===== src/rtl/mcv_pkg.sv =====
package mcv_pkg;
  localparam int DATA_W = 32;
  localparam int ERA_W  = 16;

  // word addresses of the register map
  localparam logic [3:0] A_SOFTLOCK = 4'h0;
  localparam logic [3:0] A_HARDLOCK = 4'h1;
  localparam logic [3:0] A_CTRL     = 4'h2;
  localparam logic [3:0] A_STATUS   = 4'h3;
  localparam logic [3:0] A_CNT_HI   = 4'h4;
  localparam logic [3:0] A_CNT_LO   = 4'h5;
  localparam logic [1:0] GPR_ALIAS  = 2'b10;  // 0x8..0xB
  localparam logic [1:0] GPR_PRIME  = 2'b11;  // 0xC..0xF

  // bit positions software depends on
  localparam int B_CNT_LOCK = 4;
  localparam int B_GPR_LOCK = 5;
  localparam int B_ENABLE   = 2;
  localparam int B_ROLLOVER = 2;

  typedef struct packed {
    logic gpr;
    logic cnt;
  } lock_pair_t;
endpackage


===== src/rtl/mcv_lock_ctrl.sv =====
module mcv_lock_ctrl
  import mcv_pkg::*;
(
  input  logic       clk,
  input  logic       rst,
  input  logic       soft_rst,
  input  lock_pair_t soft_set,
  input  lock_pair_t hard_set,
  output lock_pair_t soft_q,
  output lock_pair_t hard_q,
  output logic       cnt_locked,
  output logic       gpr_locked
);
  // soft level: software reset wins over a same-cycle set
  always_ff @(posedge clk) begin
    if (rst || soft_rst) begin
      soft_q <= '0;
    end else begin
      soft_q.cnt <= soft_q.cnt | soft_set.cnt;
      soft_q.gpr <= soft_q.gpr | soft_set.gpr;
    end
  end

  // hard level: only power-on reset clears
  always_ff @(posedge clk) begin
    if (rst) begin
      hard_q <= '0;
    end else begin
      hard_q.cnt <= hard_q.cnt | hard_set.cnt;
      hard_q.gpr <= hard_q.gpr | hard_set.gpr;
    end
  end

  assign cnt_locked = soft_q.cnt | hard_q.cnt;
  assign gpr_locked = soft_q.gpr | hard_q.gpr;
endmodule


===== src/rtl/mcv_counter.sv =====
module mcv_counter
  import mcv_pkg::*;
#(
  parameter int CNT_LO_W = 32,
  parameter int CNT_HI_W = 16
) (
  input  logic                         clk,
  input  logic                         rst,
  input  logic                         locked,
  input  logic                         inc_req,
  input  logic                         era_we,
  input  logic [ERA_W-1:0]             era_wd,
  input  logic                         enable_set,
  output logic [CNT_LO_W+CNT_HI_W-1:0] count,
  output logic [ERA_W-1:0]             era,
  output logic                         en_valid,
  output logic                         rollover
);
  localparam int CNT_W = CNT_LO_W + CNT_HI_W;
  localparam logic [CNT_W-1:0] CNT_MAX = {CNT_W{1'b1}};

  logic do_inc;
  logic wraps;
  assign do_inc = inc_req && en_valid && !locked;
  assign wraps  = do_inc && (count == CNT_MAX);

  always_ff @(posedge clk) begin
    if (rst) begin
      count    <= '0;
      rollover <= 1'b0;
    end else if (do_inc) begin
      count <= CNT_W'(count + 1'b1);
      if (wraps) rollover <= 1'b1;
    end
  end

  always_ff @(posedge clk) begin
    if (rst) begin
      en_valid <= 1'b0;
    end else if (wraps) begin
      en_valid <= 1'b0;
    end else if (enable_set && !locked && !rollover) begin
      en_valid <= 1'b1;
    end
  end

  always_ff @(posedge clk) begin
    if (rst) begin
      era <= '0;
    end else if (era_we && !locked) begin
      era <= era_wd;
    end
  end
endmodule


===== src/rtl/mcv_gpr_bank.sv =====
module mcv_gpr_bank #(
  parameter int N_WORDS = 4,
  parameter int WORD_W  = 32,
  localparam int IDX_W  = (N_WORDS > 1) ? $clog2(N_WORDS) : 1
) (
  input  logic              clk,
  input  logic              rst,
  input  logic              we,
  input  logic [IDX_W-1:0]  widx,
  input  logic [WORD_W-1:0] wd,
  input  logic [IDX_W-1:0]  ridx,
  output logic [WORD_W-1:0] rd
);
  logic [WORD_W-1:0] mem [N_WORDS];

  for (genvar i = 0; i < N_WORDS; i++) begin : g_word
    always_ff @(posedge clk) begin
      if (rst) begin
        mem[i] <= '0;
      end else if (we && (widx == IDX_W'(i))) begin
        mem[i] <= wd;
      end
    end
  end

  assign rd = mem[ridx];
endmodule


===== src/rtl/mono_ctr_vault.sv =====
module mono_ctr_vault
  import mcv_pkg::*;
#(
  parameter int CNT_LO_W = 32,
  parameter int CNT_HI_W = 16,
  parameter int ADDR_W   = 4
) (
  input  logic              clk,
  input  logic              rst,
  input  logic              soft_rst,
  input  logic              wr_en,
  input  logic              rd_en,
  input  logic [ADDR_W-1:0] addr,
  input  logic [31:0]       wdata,
  output logic [31:0]       rdata
);
  localparam int CNT_W   = CNT_LO_W + CNT_HI_W;
  localparam int N_GPR   = 4;
  localparam int GPR_IW  = $clog2(N_GPR);

  lock_pair_t soft_q, hard_q, soft_set, hard_set;
  logic cnt_locked, gpr_locked;
  logic [CNT_W-1:0] cnt_value;
  logic [ERA_W-1:0] era_value;
  logic en_valid, rollover;
  logic [DATA_W-1:0] gpr_rd, hi_word, lo_word, rd_next;
  logic gpr_hit, gpr_we;

  assign gpr_hit = (addr[3:2] == GPR_ALIAS) || (addr[3:2] == GPR_PRIME);
  assign gpr_we  = wr_en && gpr_hit && !gpr_locked;

  always_comb begin
    soft_set     = '0;
    hard_set     = '0;
    soft_set.cnt = wr_en && (addr == A_SOFTLOCK) && wdata[B_CNT_LOCK];
    soft_set.gpr = wr_en && (addr == A_SOFTLOCK) && wdata[B_GPR_LOCK];
    hard_set.cnt = wr_en && (addr == A_HARDLOCK) && wdata[B_CNT_LOCK];
    hard_set.gpr = wr_en && (addr == A_HARDLOCK) && wdata[B_GPR_LOCK];
  end

  mcv_lock_ctrl u_locks (
    .clk        (clk),
    .rst        (rst),
    .soft_rst   (soft_rst),
    .soft_set   (soft_set),
    .hard_set   (hard_set),
    .soft_q     (soft_q),
    .hard_q     (hard_q),
    .cnt_locked (cnt_locked),
    .gpr_locked (gpr_locked)
  );

  mcv_counter #(.CNT_LO_W(CNT_LO_W), .CNT_HI_W(CNT_HI_W)) u_counter (
    .clk        (clk),
    .rst        (rst),
    .locked     (cnt_locked),
    .inc_req    (wr_en && (addr == A_CNT_LO)),
    .era_we     (wr_en && (addr == A_CNT_HI)),
    .era_wd     (wdata[31:16]),
    .enable_set (wr_en && (addr == A_CTRL) && wdata[B_ENABLE]),
    .count      (cnt_value),
    .era        (era_value),
    .en_valid   (en_valid),
    .rollover   (rollover)
  );

  mcv_gpr_bank #(.N_WORDS(N_GPR), .WORD_W(DATA_W)) u_gpr (
    .clk  (clk),
    .rst  (rst),
    .we   (gpr_we),
    .widx (addr[GPR_IW-1:0]),
    .wd   (wdata),
    .ridx (addr[GPR_IW-1:0]),
    .rd   (gpr_rd)
  );

  always_comb begin
    hi_word = '0;
    hi_word[CNT_HI_W-1:0] = cnt_value[CNT_W-1:CNT_LO_W];
    hi_word[31:16] = era_value;
    lo_word = '0;
    lo_word[CNT_LO_W-1:0] = cnt_value[CNT_LO_W-1:0];
  end

  always_comb begin
    rd_next = '0;
    if (gpr_hit) begin
      rd_next = gpr_rd;
    end else begin
      unique case (addr)
        A_SOFTLOCK: begin
          rd_next[B_CNT_LOCK] = soft_q.cnt;
          rd_next[B_GPR_LOCK] = soft_q.gpr;
        end
        A_HARDLOCK: begin
          rd_next[B_CNT_LOCK] = hard_q.cnt;
          rd_next[B_GPR_LOCK] = hard_q.gpr;
        end
        A_CTRL:   rd_next[B_ENABLE]   = en_valid;
        A_STATUS: rd_next[B_ROLLOVER] = rollover;
        A_CNT_HI: rd_next = hi_word;
        A_CNT_LO: rd_next = lo_word;
        default:  rd_next = '0;
      endcase
    end
  end

  always_ff @(posedge clk) begin
    if (rst) begin
      rdata <= '0;
    end else if (rd_en) begin
      rdata <= rd_next;
    end
  end
endmodule


===== config.mk =====
export PLATFORM = sky130hd
export DESIGN_NAME = mono_ctr_vault
export DESIGN_NICKNAME = d
export VERILOG_FILES = /design/src/rtl/mcv_pkg.sv /design/src/rtl/mcv_lock_ctrl.sv /design/src/rtl/mcv_counter.sv /design/src/rtl/mcv_gpr_bank.sv /design/src/rtl/mono_ctr_vault.sv
export SDC_FILE = /design/constraint.sdc
export NUM_CORES = 1
export LEC_CHECK = 0
export ABC_CLOCK_PERIOD_IN_PS = 6960
export BUFFER_PORTS_ARGS = -buffer_cell sky130_fd_sc_hd__buf_2
export CORE_MARGIN = 4
export CORE_UTILIZATION = 60
export CTS_CLUSTER_DIAMETER = 50
export CTS_CLUSTER_SIZE = 8
export DETAILED_ROUTE_END_ITERATION = 12
export GPL_TIMING_DRIVEN = 0
export PLACE_DENSITY = 0.88
export SLEW_MARGIN = 20
export SYNTH_ARGS = -nofsm -noshare
export SYNTH_HDL_FRONTEND = slang
export SYNTH_HIERARCHICAL = 1
export SYNTH_SLANG_ARGS = --single-unit

===== constraint.sdc =====
create_clock -name clk -period 6.96 [get_ports clk]
set_input_delay 1.392 -clock clk [delete_from_list [all_inputs] [get_ports clk]]
set_output_delay 1.392 -clock clk [all_outputs]
set_load 0.01 [all_outputs]

==> reports/qor.json, run 1 <==
{
  "setup_path": {
    "timing.critical_path.fanout_max": 12,
    "critPathTopFamily": "simple AND/OR/NAND/NOR gates",
    "worst_endpoint_required_time_ns": 7.33,
    "critPathBufInv": 3,
    "crit_path_start_kind": "primary input",
    "worst_path_max_delay_cell": "sky130_fd_sc_hd__or4_4",
    "arrival_ns": 4.32,
    "critical_path.cell_chain": "buf_2 -> and4bb_4 -> buf_6 -> and2_1 -> nand3b_1 -> or4_4 -> buf_2 -> nor4_1 -> xnor2_1 -> nor2_1",
    "rr_worst_depth": 7,
    "timing.critical_path.mode_cell": "sky130_fd_sc_hd__buf_2",
    "critical_path_cell_count": 10,
    "worst-setup-path-type": "in2reg",
    "critPathCaptureType": "flop",
    "critPathMaxStageDelay_ns": 0.66
  },
  "drt": {
    "first_iter_violations": 1239,
    "detailedRoute.firstPassIterationCount": 6,
    "drc_errors": 0,
    "via_per_inst": 6.36,
    "routed_wire_length_per_instance_um": 22.4,
    "postRouteAntennaNets": 0,
    "route.final.wire_length_um": 29000,
    "vias": 8253
  },
  "synthesis": {
    "ys_async_sr_fraction_pct": 0,
    "ys_ff_latch": 230,
    "postSynthNetCount": 984,
    "syn_avg_cell_area_um2": 11.5,
    "synth-edff-count": 128,
    "cell_area_after_synthesis_mm2": 0.0108,
    "synth_ff_type": "sky130_fd_sc_hd__edfxtp_1",
    "yosysSeqAreaShare_pct": 54.5,
    "netlist-cell-type-count": 60,
    "ys_warns": 6,
    "synthCells": 942
  },
  "cts": {
    "numClockSinks": 230,
    "clock-root-buffer": "sky130_fd_sc_hd__clkbuf_16",
    "cts_setup_buffers": 0,
    "path_clk_slew_ns": 0.05,
    "h_tree_level_count": 2,
    "clock_path_buffers": 3,
    "holdBufCountCts": 0,
    "clk_latency_ns": 0.52,
    "cts_made_buffers": 35,
    "cts_tree": "built",
    "ctsResizeCount": 0
  },
  "global_routing": {
    "largest_net_degree_at_the_start_of_global_routing": 24,
    "global_route.overflow_total": 0,
    "first_global_vias": 8237,
    "grt_first_pass_wirelength_um": 45400,
    "number_of_antenna_violations_at_the_first_check_in_global_routing": 0,
    "grt_usage_pct": 28.9
  },
  "floorplanning": {
    "floorplan.rows": 48,
    "die_h_um": 142,
    "chipWidth_um": 142,
    "design.portCount": 73,
    "floorplan.core_area_mm2": 0.0175,
    "die_area_mm2": 0.0202,
    "initial_utilization_pct": 61.8
  },
  "power_and_ir_drop": {
    "vdd_drop_max_mv": 0.259,
    "pwr-share-seq_pct": 45.5,
    "clockPowerShare_pct": 46.2,
    "power.internal_w": 0.00257,
    "static-leakage-power_nw": 4.49,
    "switching_share_pct": 23.1,
    "post-layout-total-power_w": 0.00335,
    "p_switching_w": 0.000773,
    "power.density_cell_area_mw_per_mm2": 266,
    "power.combinational.fraction_pct": 8.3
  },
  "timing": {
    "setup_viol_count_final": 0,
    "setup_total_negative_slack_ns": 0,
    "timing_worst_slew_pin_value_ns": 1.18,
    "final.min_clock_period_ns": 3.95,
    "timing.slew.headroom_pct": 20.9,
    "maxSlewViolCount": 0,
    "finalClockSkew_ns": 0.0262,
    "finalWorstSetupSlack_ns": 3.01,
    "maximum_clock_frequency_mhz": 253,
    "min_period_over_period_pct": 56.8,
    "hold_violations": 0,
    "rsz0062_at_grt": "false"
  },
  "final_layout": {
    "areaGrowthSynthToFinish_pct": 16.6,
    "post_route_cells_drive_above_1_share_pct": 24.5,
    "design.final.nets": 1095,
    "utilization_pct": 72.0,
    "layout.cell_area.non_filler_mm2": 0.0126,
    "antenna-diode-count": 0
  },
  "min_path": {
    "worstHoldPathCells": 2,
    "hold_class": "reg2reg"
  },
  "place": {
    "port_buffers": 70,
    "dp_hpwl_um": 19200,
    "placed_cell_area_mm2": 0.0116,
    "dp_slack_ns": 2.59,
    "routabilityCongestion": 1.00
  },
  "job": {
    "max_cap_viol_count": 0
  },
  "outcome": {
    "status": "finished, final reports clean"
  }
}
## logic make-up after synthesis
family	after synthesis	synth area share [%]
DFF	230	54.5
AOI/OAI and AO/OA	110	9.85
xor gates and xnor gates	35	2.84
muxes	38	7.33
buffers and inverters	76	4.31
adders and majority gates	1	0.116
and+or+nand+nor	452	21.0
## final timing paths
check	startpoint	endpoint	slack (ns)
worst max-delay path	addr[1]	u_counter/count[43]$_SDFFE_PP0P_	3.01
worst min-delay path	u_counter/era[15]$_SDFFE_PP0P_	u_counter/era[15]$_SDFFE_PP0P_	0.47
worst min register to register	u_counter/era[15]$_SDFFE_PP0P_	u_counter/era[15]$_SDFFE_PP0P_	0.47
worst max register to register	u_locks/soft_q[0]$_SDFF_PP0_	u_counter/count[43]$_SDFFE_PP0P_	4.21
## registers in the layout, indices dropped and copies added, names as in the netlist
name and count:
u_gpr/mem 128, u_counter/en_valid 1, u_counter/count 48, u_locks/soft_q 2, u_counter/era 16, rdata 32
u_locks/hard_q 2, u_counter/rollover 1
## area by class of cell
class,count,area [um^2]
Timing Repair Buffer,74,453
Tap cell,225,282
Sequential cell,230,5890
Inverter,7,26.3
Multi-Input combinational cell,636,4490
Clock inverter,4,37.5
Clock buffer,52,971
Buffer,69,439
Fill cell,1122,4890
## worst reg2reg max path: stages, from the launching register on
cell and delay (ns):
sky130_fd_sc_hd__dfxtp_1 0.32, sky130_fd_sc_hd__or2_1 0.31, sky130_fd_sc_hd__nand3b_1 0.34, sky130_fd_sc_hd__or4_4 0.66, sky130_fd_sc_hd__buf_2 0.23, sky130_fd_sc_hd__nor4_1 0.52, sky130_fd_sc_hd__xnor2_1 0.18, sky130_fd_sc_hd__nor2_1 0.05
## per-layer routing
layer  vias to the layer above  GRT usage [%]  share of wire, %
met2                       537           49.5                50
met4                         0           10.7               3.4
met5                         -              0                 0
met3                        93           5.44               9.1
met1                      3962           36.8                38
li1                       3661              -                 -
## stage by stage
step           std cells  hold WS [ns]
2_1_floorplan        942         0.444
3_3_place_gp        1237         0.455
3_5_place_dp        1241         0.462
4_1_cts             1297         0.469
5_1_grt             1297         0.487
6_report            1297         0.472
## cell usage in the layout (no fill, tap or decap), drive strengths merged, types with 4 or more instances in the layout
cell and n:
nor2 211, edfxtp 128, buf 116, dfxtp 102, clkbuf 79, nand2 54, nor3 45, nand3b 35
mux4 32, a21bo 30, a221oi 29, a21oi 27, xnor2 22, nand4 20, or3 13, nand3 13
xor2 13, nor4 11, and4 8, o21ai 8, inv 8, or4 7, nand2b 6, nor2b 6
or2 6, and2 4, o21bai 4, nor4b 4
## power groups by stage
| stage | Combinational (W) | Clock, W | Sequential [W] |
|---|---|---|---|
| final | 0.000278 | 0.00155 | 0.00152 |
| after global routing | 0.000295 | 0.00162 | 0.00153 |
| after CTS | 0.000275 | 0.00155 | 0.00152 |
| after detailed placement | 0.000270 | 0 | 0.00155 |
| after global placement | 0.000253 | 0 | 0.00155 |
| after floorplan | 0.000164 | 0 | 0.00155 |
## cells in the mapped netlist, types with 9 or more instances
cell type	number	area, um^2
sky130_fd_sc_hd__a21bo_2	30	300
sky130_fd_sc_hd__a21oi_1	27	135
sky130_fd_sc_hd__a221oi_2	29	435
sky130_fd_sc_hd__buf_2	21	105
sky130_fd_sc_hd__buf_6	13	146
sky130_fd_sc_hd__clkbuf_1	27	101
sky130_fd_sc_hd__dfxtp_1	102	2040
sky130_fd_sc_hd__edfxtp_1	128	3840
sky130_fd_sc_hd__mux4_2	30	676
sky130_fd_sc_hd__nand2_1	54	203
sky130_fd_sc_hd__nand3_1	13	65.1
sky130_fd_sc_hd__nand3b_1	35	263
sky130_fd_sc_hd__nand4_1	19	119
sky130_fd_sc_hd__nor2_1	211	792
sky130_fd_sc_hd__nor3_1	45	225
sky130_fd_sc_hd__nor4_1	9	56.3
sky130_fd_sc_hd__or3_1	13	81.3
sky130_fd_sc_hd__xnor2_1	22	193
sky130_fd_sc_hd__xor2_1	13	114
No activity file was read; power rests on OpenSTA's default activity.
==> run 2, diff against run 1 <==
- ABC_CLOCK_PERIOD_IN_PS: 6960 -> 3500
- CORE_UTILIZATION: 60 -> 55
- PLACE_DENSITY: 0.88 -> 0.85
- clock period: 6.96 -> 3.5 ns (I/O delays scaled with it)
==> reports/qor.json, run 2 (synthesized netlist as in run 1, its figures left out) <==
{
  "cts": {
    "clock_path_buffers": {"value": 3, "change": "unchanged"},
    "path_clk_slew": {"value": 0.05, "unit": "ns", "change": "about the same"},
    "holdBufCountCts": {"value": 0, "change": "unchanged"},
    "cts_tree": {"value": "built", "change": "unchanged"},
    "numClockSinks": {"value": 230, "change": "unchanged"},
    "cts_setup_buffers": {"value": 0, "change": "unchanged"},
    "clk_latency": {"value": 0.51, "unit": "ns", "change": "was 0.52 ns"},
    "clock-root-buffer": {"value": "sky130_fd_sc_hd__clkbuf_16", "change": "unchanged"},
    "ctsResizeCount": {"value": 0, "change": "unchanged"},
    "h_tree_level_count": {"value": 2, "change": "unchanged"},
    "cts_made_buffers": {"value": 35, "change": "unchanged"}
  },
  "outcome": {
    "status": {"value": "finished, final reports clean", "change": "unchanged"}
  },
  "timing": {
    "setup_viol_count_final": {"value": 0, "change": "unchanged"},
    "hold-worst-slack": {"value": 0.371, "unit": "ns", "change": "was 0.472 ns"},
    "hold_violations": {"value": 0, "change": "unchanged"},
    "maxSlewViolCount": {"value": 0, "change": "unchanged"},
    "min_period_over_period_pct": 93.0,
    "timing.slew.headroom": {"value": 44.0, "unit": "%", "change": "was 20.9%"},
    "rsz0062_at_grt": {"value": "false", "change": "unchanged"},
    "maximum_clock_frequency_mhz": 307,
    "finalClockSkew": {"value": 0.0147, "unit": "ns", "change": "was 0.0262 ns"},
    "final.min_clock_period_ns": 3.25,
    "timing_worst_slew_pin_value": {"value": 0.833, "unit": "ns", "change": "was 1.18 ns"}
  },
  "power_and_ir_drop": {
    "static-leakage-power": {"value": 4.50, "unit": "nW", "change": "was 4.49 nW"},
    "vdd_drop_max": {"value": 0.403, "unit": "mV", "change": "was 0.259 mV"},
    "post-layout-total-power": {"value": 0.00671, "unit": "W", "change": "was 0.00335 W"},
    "power.density_cell_area": {"value": 530, "unit": "mW/mm^2", "change": "was 266 mW/mm^2"}
  },
  "final_layout": {
    "areaGrowthSynthToFinish": {"value": 17.2, "unit": "%", "change": "was 16.6%"},
    "layout.cell_area.non_filler": {"value": 0.0127, "unit": "mm^2", "change": "was 0.0126 mm^2"},
    "top_regs": {"value": "u_gpr/mem (128), u_counter/count (48), rdata (32)", "change": "unchanged"},
    "most_common_library_cell_in_the_layout_ignoring_fill_and_taps": {"value": "sky130_fd_sc_hd__nor2_1", "change": "unchanged"},
    "design.final.nets": {"value": 1095, "change": "unchanged"},
    "post_route_cells_drive_above_1_share": {"value": 24.6, "unit": "%", "change": "was 24.5%"},
    "largest_register": {"value": "u_gpr/mem", "change": "unchanged"},
    "layout_common_cells": {"value": "sky130_fd_sc_hd__nor2_1, sky130_fd_sc_hd__edfxtp_1, sky130_fd_sc_hd__dfxtp_1", "change": "unchanged"},
    "largest_register_ff_count": {"value": 128, "change": "unchanged"},
    "antenna-diode-count": {"value": 0, "change": "unchanged"}
  },
  "drt": {
    "detailedRoute.firstPassIterationCount": {"value": 6, "change": "unchanged"},
    "postRouteAntennaNets": {"value": 0, "change": "unchanged"},
    "vias": {"value": 8028, "change": "was 8253"},
    "route.final.wire_length": {"value": 28400, "unit": "um", "change": "was 29000 um"},
    "drc_errors": {"value": 0, "change": "unchanged"},
    "routed_wire_length_per_instance": {"value": 21.3, "unit": "um", "change": "was 22.4 um"},
    "via_per_inst": {"value": 6.02, "change": "was 6.36"},
    "first_iter_violations": {"value": 958, "change": "was 1239"}
  },
  "global_routing": {
    "number_of_antenna_violations_at_the_first_check_in_global_routing": {"value": 0, "change": "unchanged"},
    "largest_net_degree_at_the_start_of_global_routing": {"value": 24, "change": "unchanged"},
    "first_global_vias": {"value": 8153, "change": "was 8237"},
    "global_route.overflow_total": {"value": 0, "change": "unchanged"},
    "grt_first_pass_wirelength": {"value": 44900, "unit": "um", "change": "was 45400 um"},
    "grt_usage": {"value": 26.3, "unit": "%", "change": "was 28.9%"}
  },
  "place": {
    "dp_hpwl": {"value": 19300, "unit": "um", "change": "was 19200 um"},
    "placed_cell_area": {"value": 0.0116, "unit": "mm^2", "change": "about the same"},
    "routabilityCongestion": {"value": 0.935, "change": "was 1.00"},
    "port_buffers": {"value": 70, "change": "unchanged"}
  },
  "setup_path": {
    "critPathBufInv": {"value": 3, "change": "unchanged"},
    "critPathCaptureType": {"value": "flop", "change": "unchanged"},
    "arrival": {"value": 3.62, "unit": "ns", "change": "was 4.32 ns"},
    "crit_path_start_kind": {"value": "primary input", "change": "unchanged"},
    "critical_path.cell_chain": {"value": "buf_2 -> and4bb_4 -> buf_6 -> and2_1 -> nand4b_4 -> or4_1 -> clkbuf_1 -> or2_1 -> nor3_1 -> nor3_1", "change": "was buf_2 -> and4bb_4 -> buf_6 -> and2_1 -> nand3b_1 -> or4_4 -> buf_2 -> nor4_1 -> xnor2_1 -> nor2_1"},
    "worst_path_max_delay_cell": {"value": "sky130_fd_sc_hd__or4_1", "change": "was sky130_fd_sc_hd__or4_4"},
    "critPathTopFamily": {"value": "simple AND/OR/NAND/NOR gates", "change": "unchanged"},
    "critPathMaxStageDelay": {"value": 0.58, "unit": "ns", "change": "was 0.66 ns"},
    "timing.critical_path.fanout_max": {"value": 12, "change": "unchanged"},
    "worst_endpoint_required_time": {"value": 3.87, "unit": "ns", "change": "was 7.33 ns"},
    "worst-setup-path-type": {"value": "in2reg", "change": "unchanged"},
    "timing.critical_path.mode_cell": {"value": "sky130_fd_sc_hd__nor3_1", "change": "was sky130_fd_sc_hd__buf_2"}
  },
  "floorplanning": {
    "design.portCount": {"value": 73, "change": "unchanged"},
    "die_area": {"value": 0.0219, "unit": "mm^2", "change": "was 0.0202 mm^2"},
    "floorplan.core_area": {"value": 0.0190, "unit": "mm^2", "change": "was 0.0175 mm^2"},
    "floorplan.rows": {"value": 50, "change": "was 48"},
    "die_h": {"value": 148, "unit": "um", "change": "was 142 um"},
    "chipWidth": {"value": 148, "unit": "um", "change": "was 142 um"},
    "initial_utilization": {"value": 56.8, "unit": "%", "change": "was 61.8%"}
  },
  "job": {
    "max_cap_viol_count": {"value": 0, "change": "unchanged"}
  },
  "min_path": {
    "hold_class": {"value": "in2reg", "change": "was reg2reg"}
  }
}
run 2: cell count changes in the layout (fill, tap and decap cells not counted), sizes merged:
cell | before | now
clkbuf | 79 | 81
bufinv | 0 | 1
clkinv | 3 | 1
run 2: report_power, final:
| part | leakage [nW] | total, W | internal [W] | switching, W |
|---|---|---|---|---|
| Sequential | 2.07 | 0.00303 | 0.00299 | 0.0000434 |
| Combinational | 1.94 | 0.000550 | 0.000231 | 0.000319 |
| Clock | 0.496 | 0.00313 | 0.00198 | 0.00115 |
| Total | 4.50 | 0.00671 | 0.00520 | 0.00151 |
run 2: final cells by class:
| class | instances | area, um^2 |
|---|---|---|
| Buffer | 69 | 439 |
| Clock buffer | 54 | 978 |
| Clock inverter | 3 | 55.1 |
| Fill cell | 1389 | 6360 |
| Inverter | 7 | 26.3 |
| Multi-Input combinational cell | 636 | 4500 |
| Sequential cell | 230 | 5890 |
| Tap cell | 260 | 325 |
| Timing Repair Buffer | 74 | 448 |
run 2: worst paths after layout:
check,from,end,slack (ns),cells past startpoint
hold / removal,soft_rst,u_locks/soft_q[1]$_SDFF_PP0_,0.37,2
setup / recovery,addr[1],u_counter/en_valid$_SDFFE_PP0P_,0.25,10
hold reg to reg,rdata[9]$_SDFFE_PP0P_,rdata[9]$_SDFFE_PP0P_,0.47,2
setup reg to reg,u_locks/soft_q[1]$_SDFF_PP0_,u_gpr/mem[3][25]$_SDFFCE_PN0P_,0.69,7
run 2: metal layers:
metal / up-vias / part of all wire [%] / GRT usage (%)
met2: 416 / 49 / 44.4
met1: 3863 / 39 / 34.2
li1: 3682 / - / -
met4: 0 / 2.4 / 8.04
met5: - / 0 / 0
met3: 67 / 9.2 / 5.73
run 2: through the flow:
step           worst slack [ns]  setup TNS (ns)  cells  utilization, %
3_3_place_gp              -1.62         -203.99   1272            60.3
4_1_cts                   0.300               0   1333            66.5
2_1_floorplan           -0.0450           -5.75    942               -
5_1_grt                   0.110               0   1333            66.5
6_report                  0.246               0   1333            66.5
3_5_place_dp             -0.230           -1.40   1276            61.1
run 2: worst register-to-register path: cells and delay by family (launching register included):
family,cells,cell delay [ns]
DFF,1,0.32
and+or+nand+nor,2,0.34
AOI/OAI and AO/OA,1,0.64
buffers and inverters,4,1.20
==> run 3, diff against run 2 <==
- BUFFER_PORTS_ARGS: -buffer_cell sky130_fd_sc_hd__buf_2 -> default
- CORE_UTILIZATION: 55 -> 58
- DONT_BUFFER_PORTS: default -> 1
==> reports/qor.json, run 3 (synthesized netlist as in run 1, its figures left out) <==
{
  "outcome": {
    "status": {"value": "finished, final reports clean", "change": "unchanged"}
  },
  "final_layout": {
    "areaGrowthSynthToFinish": {"value": 13.4, "unit": "%", "change": "was 17.2%"},
    "largest_register": {"value": "u_gpr/mem", "change": "unchanged"},
    "design.final.nets": {"value": 1025, "change": "was 1095"},
    "largest_register_ff_count": {"value": 128, "change": "unchanged"},
    "top_regs": {"value": "u_gpr/mem (128), u_counter/count (48), rdata (32)", "change": "unchanged"},
    "layout_common_cells": {"value": "sky130_fd_sc_hd__nor2_1, sky130_fd_sc_hd__edfxtp_1, sky130_fd_sc_hd__dfxtp_1", "change": "unchanged"},
    "area_of_the_multi_input_gates": {"value": 0.00450, "unit": "mm^2", "change": "unchanged"},
    "layout.area.seq": {"value": 0.00589, "unit": "mm^2", "change": "unchanged"},
    "post_route_cells_drive_above_1_share": {"value": 19.5, "unit": "%", "change": "was 24.6%"},
    "antenna-diode-count": {"value": 0, "change": "unchanged"},
    "most_common_library_cell_in_the_layout_ignoring_fill_and_taps": {"value": "sky130_fd_sc_hd__nor2_1", "change": "unchanged"},
    "fillerInstances": {"value": 1282, "change": "was 1389"},
    "layout.cell_area.non_filler": {"value": 0.0122, "unit": "mm^2", "change": "was 0.0127 mm^2"}
  },
  "floorplanning": {
    "chipWidth": {"value": 144, "unit": "um", "change": "was 148 um"},
    "die_area": {"value": 0.0209, "unit": "mm^2", "change": "was 0.0219 mm^2"},
    "floorplan.core_area": {"value": 0.0181, "unit": "mm^2", "change": "was 0.0190 mm^2"},
    "die_h": {"value": 144, "unit": "um", "change": "was 148 um"},
    "floorplan.rows": {"value": 49, "change": "was 50"},
    "initial_utilization": {"value": 59.5, "unit": "%", "change": "was 56.8%"},
    "design.portCount": {"value": 73, "change": "unchanged"}
  },
  "global_routing": {
    "number_of_antenna_violations_at_the_first_check_in_global_routing": {"value": 1, "change": "was 0"},
    "grt_first_pass_wirelength": {"value": 43900, "unit": "um", "change": "was 44900 um"},
    "first_global_vias": {"value": 7680, "change": "was 8153"},
    "grt_usage": {"value": 27.7, "unit": "%", "change": "was 26.3%"},
    "global_route.overflow_total": {"value": 0, "change": "unchanged"},
    "largest_net_degree_at_the_start_of_global_routing": {"value": 24, "change": "unchanged"}
  },
  "setup_path": {
    "crit_path_start_kind": {"value": "primary input", "change": "unchanged"},
    "critPathCaptureType": {"value": "flop", "change": "unchanged"},
    "timing.critical_path.fanout_max": {"value": 10, "change": "was 12"},
    "r2r_start": {"value": "u_locks/soft_q[0]$_SDFF_PP0_", "change": "was u_locks/soft_q[1]$_SDFF_PP0_"},
    "arrival": {"value": 3.48, "unit": "ns", "change": "was 3.62 ns"},
    "worst_endpoint_required_time": {"value": 3.85, "unit": "ns", "change": "was 3.87 ns"},
    "cp-startpoint": {"value": "addr[2]", "change": "was addr[1]"},
    "worst-setup-path-type": {"value": "in2reg", "change": "unchanged"}
  },
  "job": {
    "max_cap_viol_count": {"value": 0, "change": "unchanged"}
  },
  "cts": {
    "clk_latency": {"value": 0.50, "unit": "ns", "change": "was 0.51 ns"},
    "clock-root-buffer": {"value": "sky130_fd_sc_hd__clkbuf_16", "change": "unchanged"},
    "ctsResizeCount": {"value": 0, "change": "unchanged"},
    "clock_path_buffers": {"value": 3, "change": "unchanged"},
    "cts_made_buffers": {"value": 35, "change": "unchanged"},
    "numClockSinks": {"value": 230, "change": "unchanged"},
    "cts_tree": {"value": "built", "change": "unchanged"},
    "cts_setup_buffers": {"value": 0, "change": "unchanged"},
    "holdBufCountCts": {"value": 0, "change": "unchanged"},
    "path_clk_slew": {"value": 0.05, "unit": "ns", "change": "about the same"},
    "h_tree_level_count": {"value": 2, "change": "unchanged"}
  },
  "power_and_ir_drop": {
    "vdd_drop_max": {"value": 0.512, "unit": "mV", "change": "was 0.403 mV"},
    "power.density_cell_area": {"value": 539, "unit": "mW/mm^2", "change": "was 530 mW/mm^2"},
    "static-leakage-power": {"value": 4.18, "unit": "nW", "change": "was 4.50 nW"},
    "post-layout-total-power": {"value": 0.00661, "unit": "W", "change": "was 0.00671 W"}
  },
  "timing": {
    "rsz0062_at_grt": {"value": "false", "change": "unchanged"},
    "maxSlewViolCount": {"value": 0, "change": "unchanged"},
    "finalClockSkew": {"value": 0.0209, "unit": "ns", "change": "was 0.0147 ns"},
    "hold_violations": {"value": 0, "change": "unchanged"},
    "timing.slew.headroom": {"value": 44.4, "unit": "%", "change": "was 44.0%"},
    "maximum_clock_frequency": {"value": 320, "unit": "MHz", "change": "was 307 MHz"},
    "timing_worst_slew_pin_value": {"value": 0.826, "unit": "ns", "change": "was 0.833 ns"},
    "finalWorstSetupSlack": {"value": 0.377, "unit": "ns", "change": "was 0.246 ns"},
    "final.min_clock_period": {"value": 3.12, "unit": "ns", "change": "was 3.25 ns"},
    "min_period_over_period": {"value": 89.2, "unit": "%", "change": "was 93.0%"},
    "setup_viol_count_final": {"value": 0, "change": "unchanged"}
  },
  "place": {
    "dp_slack": {"value": -0.0588, "unit": "ns", "change": "was -0.230 ns"},
    "routabilityCongestion": {"value": 0.925, "change": "was 0.935"},
    "dp_hpwl": {"value": 19100, "unit": "um", "change": "was 19300 um"},
    "port_buffers": {"value": 0, "change": "was 70"},
    "placed_cell_area": {"value": 0.0112, "unit": "mm^2", "change": "was 0.0116 mm^2"}
  },
  "min_path": {
    "min_from": {"value": "soft_rst", "change": "unchanged"},
    "hold_class": {"value": "in2reg", "change": "unchanged"}
  },
  "drt": {
    "detailedRoute.firstPassIterationCount": {"value": 6, "change": "unchanged"},
    "vias": {"value": 7892, "change": "was 8028"},
    "drc_errors": {"value": 0, "change": "unchanged"},
    "first_iter_violations": {"value": 874, "change": "was 958"},
    "postRouteAntennaNets": {"value": 0, "change": "unchanged"},
    "routed_wire_length_per_instance": {"value": 23.1, "unit": "um", "change": "was 21.3 um"},
    "route.final.wire_length": {"value": 28400, "unit": "um", "change": "about the same"},
    "via_per_inst": {"value": 6.44, "change": "was 6.02"}
  }
}
## run 3: cell count changes in the layout (fill, tap and decap cells not counted)
cell / change
sky130_fd_sc_hd__clkbuf_1: -8
sky130_fd_sc_hd__buf_8: -1
sky130_fd_sc_hd__clkinv_1: +1
sky130_fd_sc_hd__buf_12: +1
sky130_fd_sc_hd__buf_2: -70
## run 3: critical path, cell delays in order
cell,delay [ns]
sky130_fd_sc_hd__buf_6,0.11
sky130_fd_sc_hd__and4bb_4,0.32
sky130_fd_sc_hd__buf_6,0.20
sky130_fd_sc_hd__and2_1,0.22
sky130_fd_sc_hd__nand4b_4,0.18
sky130_fd_sc_hd__or4_1,0.57
sky130_fd_sc_hd__clkbuf_1,0.29
sky130_fd_sc_hd__or2_1,0.36
sky130_fd_sc_hd__nor3_1,0.41
sky130_fd_sc_hd__nor3_1,0.10
## run 3: power by group
| group | leakage, nW | internal, W | total, W | switching (W) |
|---|---|---|---|---|
| Clock | 0.489 | 0.00195 | 0.00309 | 0.00114 |
| Sequential | 2.07 | 0.00299 | 0.00305 | 0.0000616 |
| Combinational | 1.63 | 0.000202 | 0.000471 | 0.000269 |
| Total | 4.18 | 0.00513 | 0.00661 | 0.00147 |
## run 3: path summary, 6_finish.rpt
check | endpoint | depth (start not counted) | slack, ns
worst max-delay path | u_counter/en_valid$_SDFFE_PP0P_ | 10 | 0.38
worst min-delay path | u_locks/soft_q[1]$_SDFF_PP0_ | 1 | 0.28
worst max register to register | u_counter/en_valid$_SDFFE_PP0P_ | 7 | 0.70
worst min register to register | u_counter/era[12]$_SDFFE_PP0P_ | 2 | 0.47
## run 3: per-layer routing
| metal | global-route usage [%] | share of wire, % | vias to the layer above |
|---|---|---|---|
| met3 | 6.48 | 9.6 | 87 |
| met4 | 11.4 | 3.7 | 2 |
| met2 | 45.4 | 49 | 444 |
| met1 | 35.7 | 38 | 3840 |
| met5 | 0 | 0.046 | - |
| li1 | - | - | 3519 |
## run 3: per-stage QoR
| step | TNS, ns | std cells | utilization, % | hold slack, ns |
|---|---|---|---|---|
| 3_5_place_dp | -0.0985 | 1175 | 61.9 | 0.460 |
| 5_1_grt | 0 | 1225 | 67.5 | 0.264 |
| 3_3_place_gp | -178.43 | 1171 | 61.1 | 0.456 |
| 6_report | 0 | 1225 | 67.5 | 0.276 |
| 4_1_cts | 0 | 1225 | 67.4 | 0.259 |
| 2_1_floorplan | -5.75 | 942 | - | 0.444 |
## run 3: layout make-up
cell class                      count  share of cell area [%]
Multi-Input combinational cell    636                    36.7
Clock inverter                      4                   0.480
Sequential cell                   230                    48.1
Tap cell                          229                    2.34
Buffer                             69                    3.59
Clock buffer                       46                    7.74
Inverter                            7                   0.215
Timing Repair Buffer                4                   0.838
